### src/rtl/tri_trigger_pkg.sv
package tri_trigger_pkg;
  // strobes from control to datapath
  typedef struct packed {
    logic thrLoad;
  } trigCtl_t;
endpackage

### src/rtl/tri_filt_dp.sv
module tri_filt_dp
  import tri_trigger_pkg::*;
#(
  parameter int SAMPLE_W = 14,
  parameter int MAX_K    = 64,
  parameter int K_W      = 7,
  parameter int ACC_W    = 22,
  parameter int THR_W    = 21
) (
  input  logic                    clk,
  input  logic                    rstN,
  input  logic [SAMPLE_W-1:0]     sampleIn,
  input  logic [K_W-1:0]          kSel,
  input  logic [THR_W-1:0]        thrWrData,
  input  trigCtl_t                ctl,
  output logic signed [ACC_W-1:0] filtY,
  output logic [THR_W-1:0]        thrVal,
  output logic                    aboveThr
);
  localparam int DLY_D = 2 * MAX_K;
  localparam int DIX_W = (DLY_D > 2) ? $clog2(DLY_D) : 1;

  logic [SAMPLE_W-1:0] dly [DLY_D];
  logic [K_W-1:0]      kEff;
  logic [DIX_W-1:0]    nearIdx, farIdx;
  logic signed [ACC_W-1:0] xNow, xNear, xFar, delta;

  // clamp window length to 1..MAX_K
  always_comb begin
    if (kSel == '0)                 kEff = K_W'(1);
    else if (kSel > K_W'(MAX_K))    kEff = K_W'(MAX_K);
    else                            kEff = kSel;
  end

  assign nearIdx = DIX_W'(kEff - K_W'(1));
  assign farIdx  = DIX_W'({kEff, 1'b0} - (K_W+1)'(1));

  always_ff @(posedge clk) begin
    if (!rstN) begin
      for (int i = 0; i < DLY_D; i++) dly[i] <= '0;
    end else begin
      dly[0] <= sampleIn;
      for (int i = 1; i < DLY_D; i++) dly[i] <= dly[i-1];
    end
  end

  always_comb begin
    xNow  = signed'(ACC_W'(sampleIn));
    xNear = signed'(ACC_W'(dly[nearIdx]));
    xFar  = signed'(ACC_W'(dly[farIdx]));
    delta = xNow - (xNear <<< 1) + xFar;
  end

  always_ff @(posedge clk) begin
    if (!rstN) filtY <= '0;
    else       filtY <= filtY + delta;
  end

  always_ff @(posedge clk) begin
    if (!rstN)            thrVal <= '1;
    else if (ctl.thrLoad) thrVal <= thrWrData;
  end

  assign aboveThr = filtY > signed'({1'b0, thrVal});
endmodule

### src/rtl/tri_trig_ctl.sv
module tri_trig_ctl
  import tri_trigger_pkg::*;
#(
  parameter int PULSE_LEN = 4
) (
  input  logic     clk,
  input  logic     rstN,
  input  logic     thrWrEn,
  input  logic     aboveThr,
  output trigCtl_t ctl,
  output logic     trigOut
);
  localparam int CNT_W = $clog2(PULSE_LEN + 1);

  logic             armed;
  logic             fire;
  logic [CNT_W-1:0] pulseCnt;

  assign ctl.thrLoad = thrWrEn;
  assign fire        = armed && aboveThr;

  always_ff @(posedge clk) begin
    if (!rstN) begin
      armed    <= 1'b1;
      pulseCnt <= '0;
    end else begin
      // disarm while above, rearm once at or below
      armed <= !aboveThr;
      if (fire)                pulseCnt <= CNT_W'(PULSE_LEN);
      else if (pulseCnt != '0) pulseCnt <= pulseCnt - CNT_W'(1);
    end
  end

  assign trigOut = (pulseCnt != '0);
endmodule

### src/rtl/tri_trigger.sv
module tri_trigger
  import tri_trigger_pkg::*;
#(
  parameter  int SAMPLE_W  = 14,
  parameter  int MAX_K     = 64,
  parameter  int PULSE_LEN = 4,
  localparam int K_W       = $clog2(MAX_K + 1),
  localparam int ACC_W     = SAMPLE_W + $clog2(MAX_K) + 2,
  localparam int THR_W     = ACC_W - 1
) (
  input  logic                    clk,
  input  logic                    rstN,
  input  logic [SAMPLE_W-1:0]     sampleIn,
  input  logic [K_W-1:0]          kSel,
  input  logic                    thrWrEn,
  input  logic [THR_W-1:0]        thrWrData,
  output logic signed [ACC_W-1:0] filterOut,
  output logic                    trigOut
);
  trigCtl_t         ctl;
  logic             aboveThr;
  logic [THR_W-1:0] thrQ;

  tri_filt_dp #(
    .SAMPLE_W(SAMPLE_W), .MAX_K(MAX_K), .K_W(K_W), .ACC_W(ACC_W), .THR_W(THR_W)
  ) u_dp (
    .clk(clk), .rstN(rstN), .sampleIn(sampleIn), .kSel(kSel),
    .thrWrData(thrWrData), .ctl(ctl), .filtY(filterOut),
    .thrVal(thrQ), .aboveThr(aboveThr)
  );

  tri_trig_ctl #(.PULSE_LEN(PULSE_LEN)) u_ctl (
    .clk(clk), .rstN(rstN), .thrWrEn(thrWrEn), .aboveThr(aboveThr),
    .ctl(ctl), .trigOut(trigOut)
  );
endmodule

### config.mk
export PLATFORM = sky130hd
export DESIGN_NAME = tri_trigger
export DESIGN_NICKNAME = d
export VERILOG_FILES = /design/src/rtl/tri_trigger_pkg.sv /design/src/rtl/tri_filt_dp.sv /design/src/rtl/tri_trig_ctl.sv /design/src/rtl/tri_trigger.sv
export SDC_FILE = /design/constraint.sdc
export NUM_CORES = 2
export LEC_CHECK = 0
export CORE_AREA = 2 2 380 382
export DETAILED_ROUTE_END_ITERATION = 12
export DIE_AREA = 0 0 382 384
export PLACE_DENSITY = 0.71
export SLEW_MARGIN = 10
export SYNTH_ARGS = -nofsm -noshare
export SYNTH_HDL_FRONTEND = slang
export SYNTH_SLANG_ARGS = --single-unit
### constraint.sdc
create_clock -name clk -period 12.1 [get_ports clk]
set_input_delay 1.815 -clock clk [delete_from_list [all_inputs] [get_ports clk]]
set_output_delay 1.815 -clock clk [all_outputs]
set_load 0.02 [all_outputs]
# Word level (Yosys, flattened, before mapping)
# Memories as Yosys holds them, arrays and structs flattened.
# Index checks and enable logic that the tools add are counted.
# Widths: inputs -> output; s select.
dict set report classes {
  n_addsub 6
  order_cmp 2
  muxes 134
  bitwise 129
  reduce_logical 6
}
# cell count
set op_table {}
lappend op_table {{$mux 14} 128}
lappend op_table {{$or 1x1->1} 128}
lappend op_table {{$add 22x15->22} 1}
lappend op_table {{$add 22x22->22} 1}
lappend op_table {{$gt 22x22->1} 1}
lappend op_table {{$sub 14x15->16} 1}
lappend op_table {{$mux 7} 2}
lappend op_table {{$sub 7x1->7 const B} 2}
lappend op_table {{$gt 7x7->1 const B} 1}
lappend op_table {{$logic_not 7->1} 1}
lappend op_table {{$mux 3} 2}
lappend op_table {{$reduce_bool 3->1} 1}
lappend op_table {{$sub 3x1->3 const B} 1}
lappend op_table {{$mux 1} 2}
lappend op_table {{$reduce_bool 2->1} 1}
lappend op_table {{$reduce_or 2->1} 1}
lappend op_table {{$logic_and 1x1->1} 1}
lappend op_table {{$logic_not 1->1} 1}
lappend op_table {{$not 1->1} 1}
dict set report totals {
  reg_bits 47
  ramBits 1792
  input_bits 45
  mem_count 1
}
# name words word_bits rd rd_ports_with_merged_regs wr line_no
set memory_table {}
lappend memory_table {u_dp.dly 128 14 129 0 128 tri_filt_dp.sv:23} ;# logic [SAMPLE_W-1:0] dly [DLY_D];

# Depth between registers and ports, before layout
# An unclocked memory read counts as a cell.
dict set report logic_depth {
  word_depth 8
  mapped_depth 44
  ltp_nobuf 34
}

# Hierarchy
# A second synthesis with hierarchy kept.
dict set report unflattened {
  cells_unflattened 7000
  area_unflattened_um2 73803.3
}
# mod instances cells_each area_per_inst_um2 seq_area_each_um2
set by_module_without_submodules {}
lappend by_module_without_submodules {tri_filt_dp 1 6979 73601.8 36735.2}
lappend by_module_without_submodules {tri_trig_ctl 1 21 201.4 80.1}

# Worst setup path after synthesis
# No wires, ideal clock.
dict set report synth_timing {
  path_type {in2reg}
  from {input kSel[0]}
  to {register u_dp.filtY[21]}
  setup_time_ps 64
  arrival_time_ps 10576
  required_ps 12036
  slack_ps 1460
  cell_stages 41
  n_path_buf 12
  cell_sequence {buf_2 or4_4 o21ai_2 inv_2 buf_4 buf_2 buf_2 buf_2 buf_2 buf_2 ha_1 inv_1 clkbuf_1 clkbuf_1 clkbuf_1 clkbuf_1 clkbuf_1 a311oi_1 [... 5 more ...] a21oi_1 o211ai_1 o41ai_1 o21ai_0 o21ai_0 nand2b_1 xnor2_1 fa_1 inv_1 ha_1 a21o_1 a21o_1 nor3_1 a31oi_1 o41ai_1 o21ai_0 a211o_1 nand4_1}
}
dict set report synth_between {
  elab_chain_cells 8
  word_cells_on_any_way 10
  classes_between {5 x add/sub; 1 x order compare; 2 x mux; 1 x reduce/logical; 1 x memory}
}
# element line_no
set synth_rtl {}
lappend synth_rtl {{start: declaration} tri_trigger.sv:14} ;# input logic [K_W-1:0] kSel,
lappend synth_rtl {{$gt 7x7->1} tri_filt_dp.sv:31} ;# else if (kSel > K_W'(MAX_K)) kEff = K_W'(MAX_K);
lappend synth_rtl {{$mux 7} tri_filt_dp.sv:31}
lappend synth_rtl {{$mux 7 (*)} tri_filt_dp.sv:30} ;# if (kSel == '0) kEff = K_W'(1);
lappend synth_rtl {{$sub 7x1->7} tri_filt_dp.sv:35} ;# assign nearIdx = DIX_W'(kEff - K_W'(1));
lappend synth_rtl {{$mem_v2 128x14 (*)} n/a}
lappend synth_rtl {{$sub 14x15->16} tri_filt_dp.sv:51} ;# delta = xNow - (xNear <<< 1) + xFar;
lappend synth_rtl {{$add 22x15->22 (*)} tri_filt_dp.sv:51}
lappend synth_rtl {{$add 22x22->22 (*)} tri_filt_dp.sv:56} ;# else filtY <= filtY + delta;
lappend synth_rtl {{end signal: assignment} tri_filt_dp.sv:56}
lappend synth_rtl {{end: declaration} tri_filt_dp.sv:16} ;# output logic signed [ACC_W-1:0] filtY,
# Every way passes the cells marked *; elsewhere a longest branch is shown, timed or not.
# A chain may end at the register's enable or synchronous reset.

# Worst setup path after layout
# Ends and elaborated chain as after synthesis.

==> flow_metrics.env <==
export IMPL_fin_util=0.553
export IMPL_setup_tns_ps=0
export IMPL_cts_sinks=1839
export IMPL_postSynthAreaPerCell_um2=11.4
export IMPL_ir_drop_uv=196
export IMPL_synth_seq_cells=1839
export IMPL_path_max_fanout=86
export IMPL_route_antenna_remaining_nets=0
export IMPL_gr_usage_met3=0.0370
export IMPL_ctsResizeCount=0
export IMPL_drc=0
export IMPL_maxCapViolCount=0
export IMPL_gr_usage_met2=0.315
export IMPL_gp_congestion=0.847
export IMPL_status="finished clean"
export IMPL_layout_setup_ws_ps=1690
export IMPL_busiest_layer="met2"
export IMPL_finClkSkew_ps=34.5
export IMPL_syn_to_final_growth_pct=11.5
export IMPL_grt_pass1_vias=44000
export IMPL_antenna_found_initial=0
export IMPL_crit_buf_inv=5
export IMPL_yosysTopAreaCellShare=0.520
export IMPL_power_density_nw_per_um2=171
export IMPL_clockBufferDepth=3
export IMPL_yosys_area_top_type="dfxtp_1"
export IMPL_dp_slack_ps=999
export IMPL_hold_slack_ps=403
export IMPL_drtIter0Drc=3203
export IMPL_drv_slew=0
export IMPL_drt_wirelength_per_cell_um=18.3
export IMPL_slowest_stage="a211oi_2"
export IMPL_worst_slew_pin_transition_ps=1160
export IMPL_synth_edf_count=0
export IMPL_nets=6223
export IMPL_ys_flop_type="dfxtp_1"
export IMPL_io_pin_count=68
export IMPL_p_leak_nw=31.0
export IMPL_hold_path_class="reg -> reg"
export IMPL_cts_tree="done"
export IMPL_fp_row_count=139
export IMPL_clockRootBuffer="clkbuf_16"
export IMPL_crit_family="compound AO/OA/AOI/OAI gates"
export IMPL_synth_warnings=0
export IMPL_start_kind="input port"
export IMPL_grt_max_degree=315
export IMPL_syn_nets=6365
export IMPL_max_stage_delay_ps=660
export IMPL_grt_ovfl_total=0
export IMPL_criticalPathCategory="in -> reg"
export IMPL_syn_area_um2=70800
export IMPL_fmax_ghz=0.0960
export IMPL_ctsHoldBuffers=0
export IMPL_vias=44100
export IMPL_rsz0062_at_grt="false"
export IMPL_dr_pass1_iters=6
export IMPL_synthTopCellsByArea="dfxtp_1 52%, mux4_2 16%, and2_1 16%"
export IMPL_rrSetupSlack_ps=4930
export IMPL_cts_made_buffers=180
export IMPL_clk_latency_ps=810
export IMPL_setup_viol=0
export IMPL_viasPerCell=5.41
export IMPL_clkTransAtPathRegs_ps=60
export IMPL_worstPathRequired_ps=12850
export IMPL_synth_cells=6239
export IMPL_relSlewSlack=0.222
export IMPL_dieWidth_um=382
export IMPL_die_area_um2=147000
export IMPL_period_needed_ps=10410
export IMPL_finalWirelength_um=149000
export IMPL_grtUsageMet1=0.294
export IMPL_place_hpwl_um=91000
export IMPL_synth_cell_type_count=62
export IMPL_drive_gt1_frac=0.145
export IMPL_core_um2=143000
export IMPL_dieHeight_um=384
export IMPL_port_buffers=67
export IMPL_hold_viol_final=0
export IMPL_start_util=0.496
export IMPL_cts_max_level=4
export IMPL_cts_setup_buffers=0
export IMPL_seq_area_frac_synth=0.520
export IMPL_grt_pass1_wl_um=243000
export IMPL_track_usage=0.204
export IMPL_async_reset_ff_frac=0
export IMPL_fin_crit_sh=0.860
export IMPL_worstPathArrival_ps=11160
export IMPL_setup_worst_path_end_class="register"
==> cells in the final DEF (no fill, tap or decap), types with 12 or more instances in the layout <==
| cell type | instances |
|---|---|
| a21o_1 | 15 |
| a21oi_1 | 43 |
| a311o_1 | 17 |
| a311oi_1 | 53 |
| a31oi_1 | 17 |
| and2_1 | 1795 |
| and3_1 | 51 |
| buf_4 | 61 |
| bufinv_16 | 18 |
| clkbuf_1 | 32 |
| clkbuf_16 | 182 |
| clkbuf_8 | 38 |
| clkdlybuf4s50_1 | 66 |
| clkinv_2 | 38 |
| dfxtp_1 | 1839 |
| fa_1 | 16 |
| ha_1 | 64 |
| inv_1 | 74 |
| mux2i_1 | 56 |
| mux4_2 | 510 |
| nand2_1 | 472 |
| nand2b_1 | 31 |
| nand3_1 | 165 |
| nor2_1 | 176 |
| nor3_1 | 65 |
| nor4_1 | 12 |
| o211ai_1 | 43 |
| o21ai_0 | 67 |
| xor2_1 | 16 |
==> per-stage QoR <==
stage          instances  power (mW)  cell area [um2]
2_1_floorplan       6239        7.40            70800
3_3_place_gp        7818        7.80            72700
3_5_place_dp        7818        7.82            72700
4_1_cts             8147        13.6            78900
5_1_grt             8147        14.0            78900
6_report            8151        13.5            79000
==> logic make-up after synthesis <==
group,after synthesis,synth area share
AND/OR/NAND/NOR,2804,0.221
flip-flops,1839,0.520
multiplexers,568,0.170
buffers and inverters,540,0.0313
AO/OA/AOI/OAI,382,0.0389
adder cells (fa/ha/maj),81,0.0160
XOR/XNOR,25,0.00309
==> worst register-to-register path, cell delays in order (launching register included) <==
cell	delay [ps]
dfxtp_1	330
mux4_2	470
mux4_2	490
nor3_1	150
nor4_1	100
nor2_1	90
nor3_1	50
a311oi_1	660
ha_1	360
nor2b_1	120
o21ai_0	200
a21oi_1	110
o21ai_0	250
a21oi_1	150
a41o_1	290
o41ai_1	440
o21ai_0	210
xor2_1	170
ha_1	310
ha_1	340
a21o_1	190
a21o_1	210
nor3_1	140
a31oi_1	140
o41ai_1	490
o21ai_0	240
a211o_1	300
nand4_1	90
==> final cells by class <==
type                    instances  area, um2
inverters                      77        304
well taps                    1903       2380
multi-input cells            3860      31900
clock inverters                77       1000
repair buffers                139       1350
clock buffers                 252       5200
diodes                          4       10.0
fillers                     11800      63800
flip-flops and latches       1839      36800
==> routing by layer <==
| layer | vias up | part of all wire | routed length, um |
|---|---|---|---|
| met3 | 236 | 0.051 | 7610 |
| met1 | 22000 | 0.47 | 70900 |
| li1 | 20900 | - | - |
| met4 | 0 | 0.025 | 3670 |
| met2 | 996 | 0.45 | 67000 |
| met5 | - | 0 | 0 |
==> cell usage after synthesis, drive strengths merged, types with 3 or more instances <==
cell type,number
and3,51
a211o,4
a311oi,53
a21oi,43
fa,16
xnor2,8
buf,108
o21a,11
o211ai,43
clkbuf,355
o21ai,78
a211oi,16
and2,1796
or2,5
a221oi,7
a22oi,11
ha,65
o22ai,7
nor4,12
nor3,65
o21bai,6
nand4,7
a2111oi,6
nor2b,7
o311ai,8
o41ai,5
or3,10
nand2,473
nor2,178
nand2b,31
mux4,510
nand3,165
o31a,3
a31oi,17
inv,77
xor2,17
a311o,17
a21o,15
mux2i,56
o31ai,7
a31o,5
dfxtp,1839
o311a,11
==> path summary, 6_finish.rpt <==
kind	startpoint	to	cells after the start
worst max-delay path	kSel[0]	u_dp.filtY[21]	31
worst min-delay path	u_dp.dly[122][5]	u_dp.dly[123][5]	1
worst max register to register	u_dp.dly[19][1]	u_dp.filtY[21]	27
worst min register to register	u_dp.dly[122][5]	u_dp.dly[123][5]	1
==> where the power goes <==
group          internal [mW]  switching [mW]  leakage, nW
clock                   3.40            2.38         3.05
sequential              6.11          0.0531         14.8
combinational          0.590           0.944         13.1
==> state kept, by name, indices dropped and copies added, names as in the netlist <==
signal          cells
u_dp.filtY         22
u_dp.dly         1792
u_ctl.pulseCnt      3
u_dp.thrVal        21
u_ctl.armed         1
No activity file was read; power rests on OpenSTA's default activity.
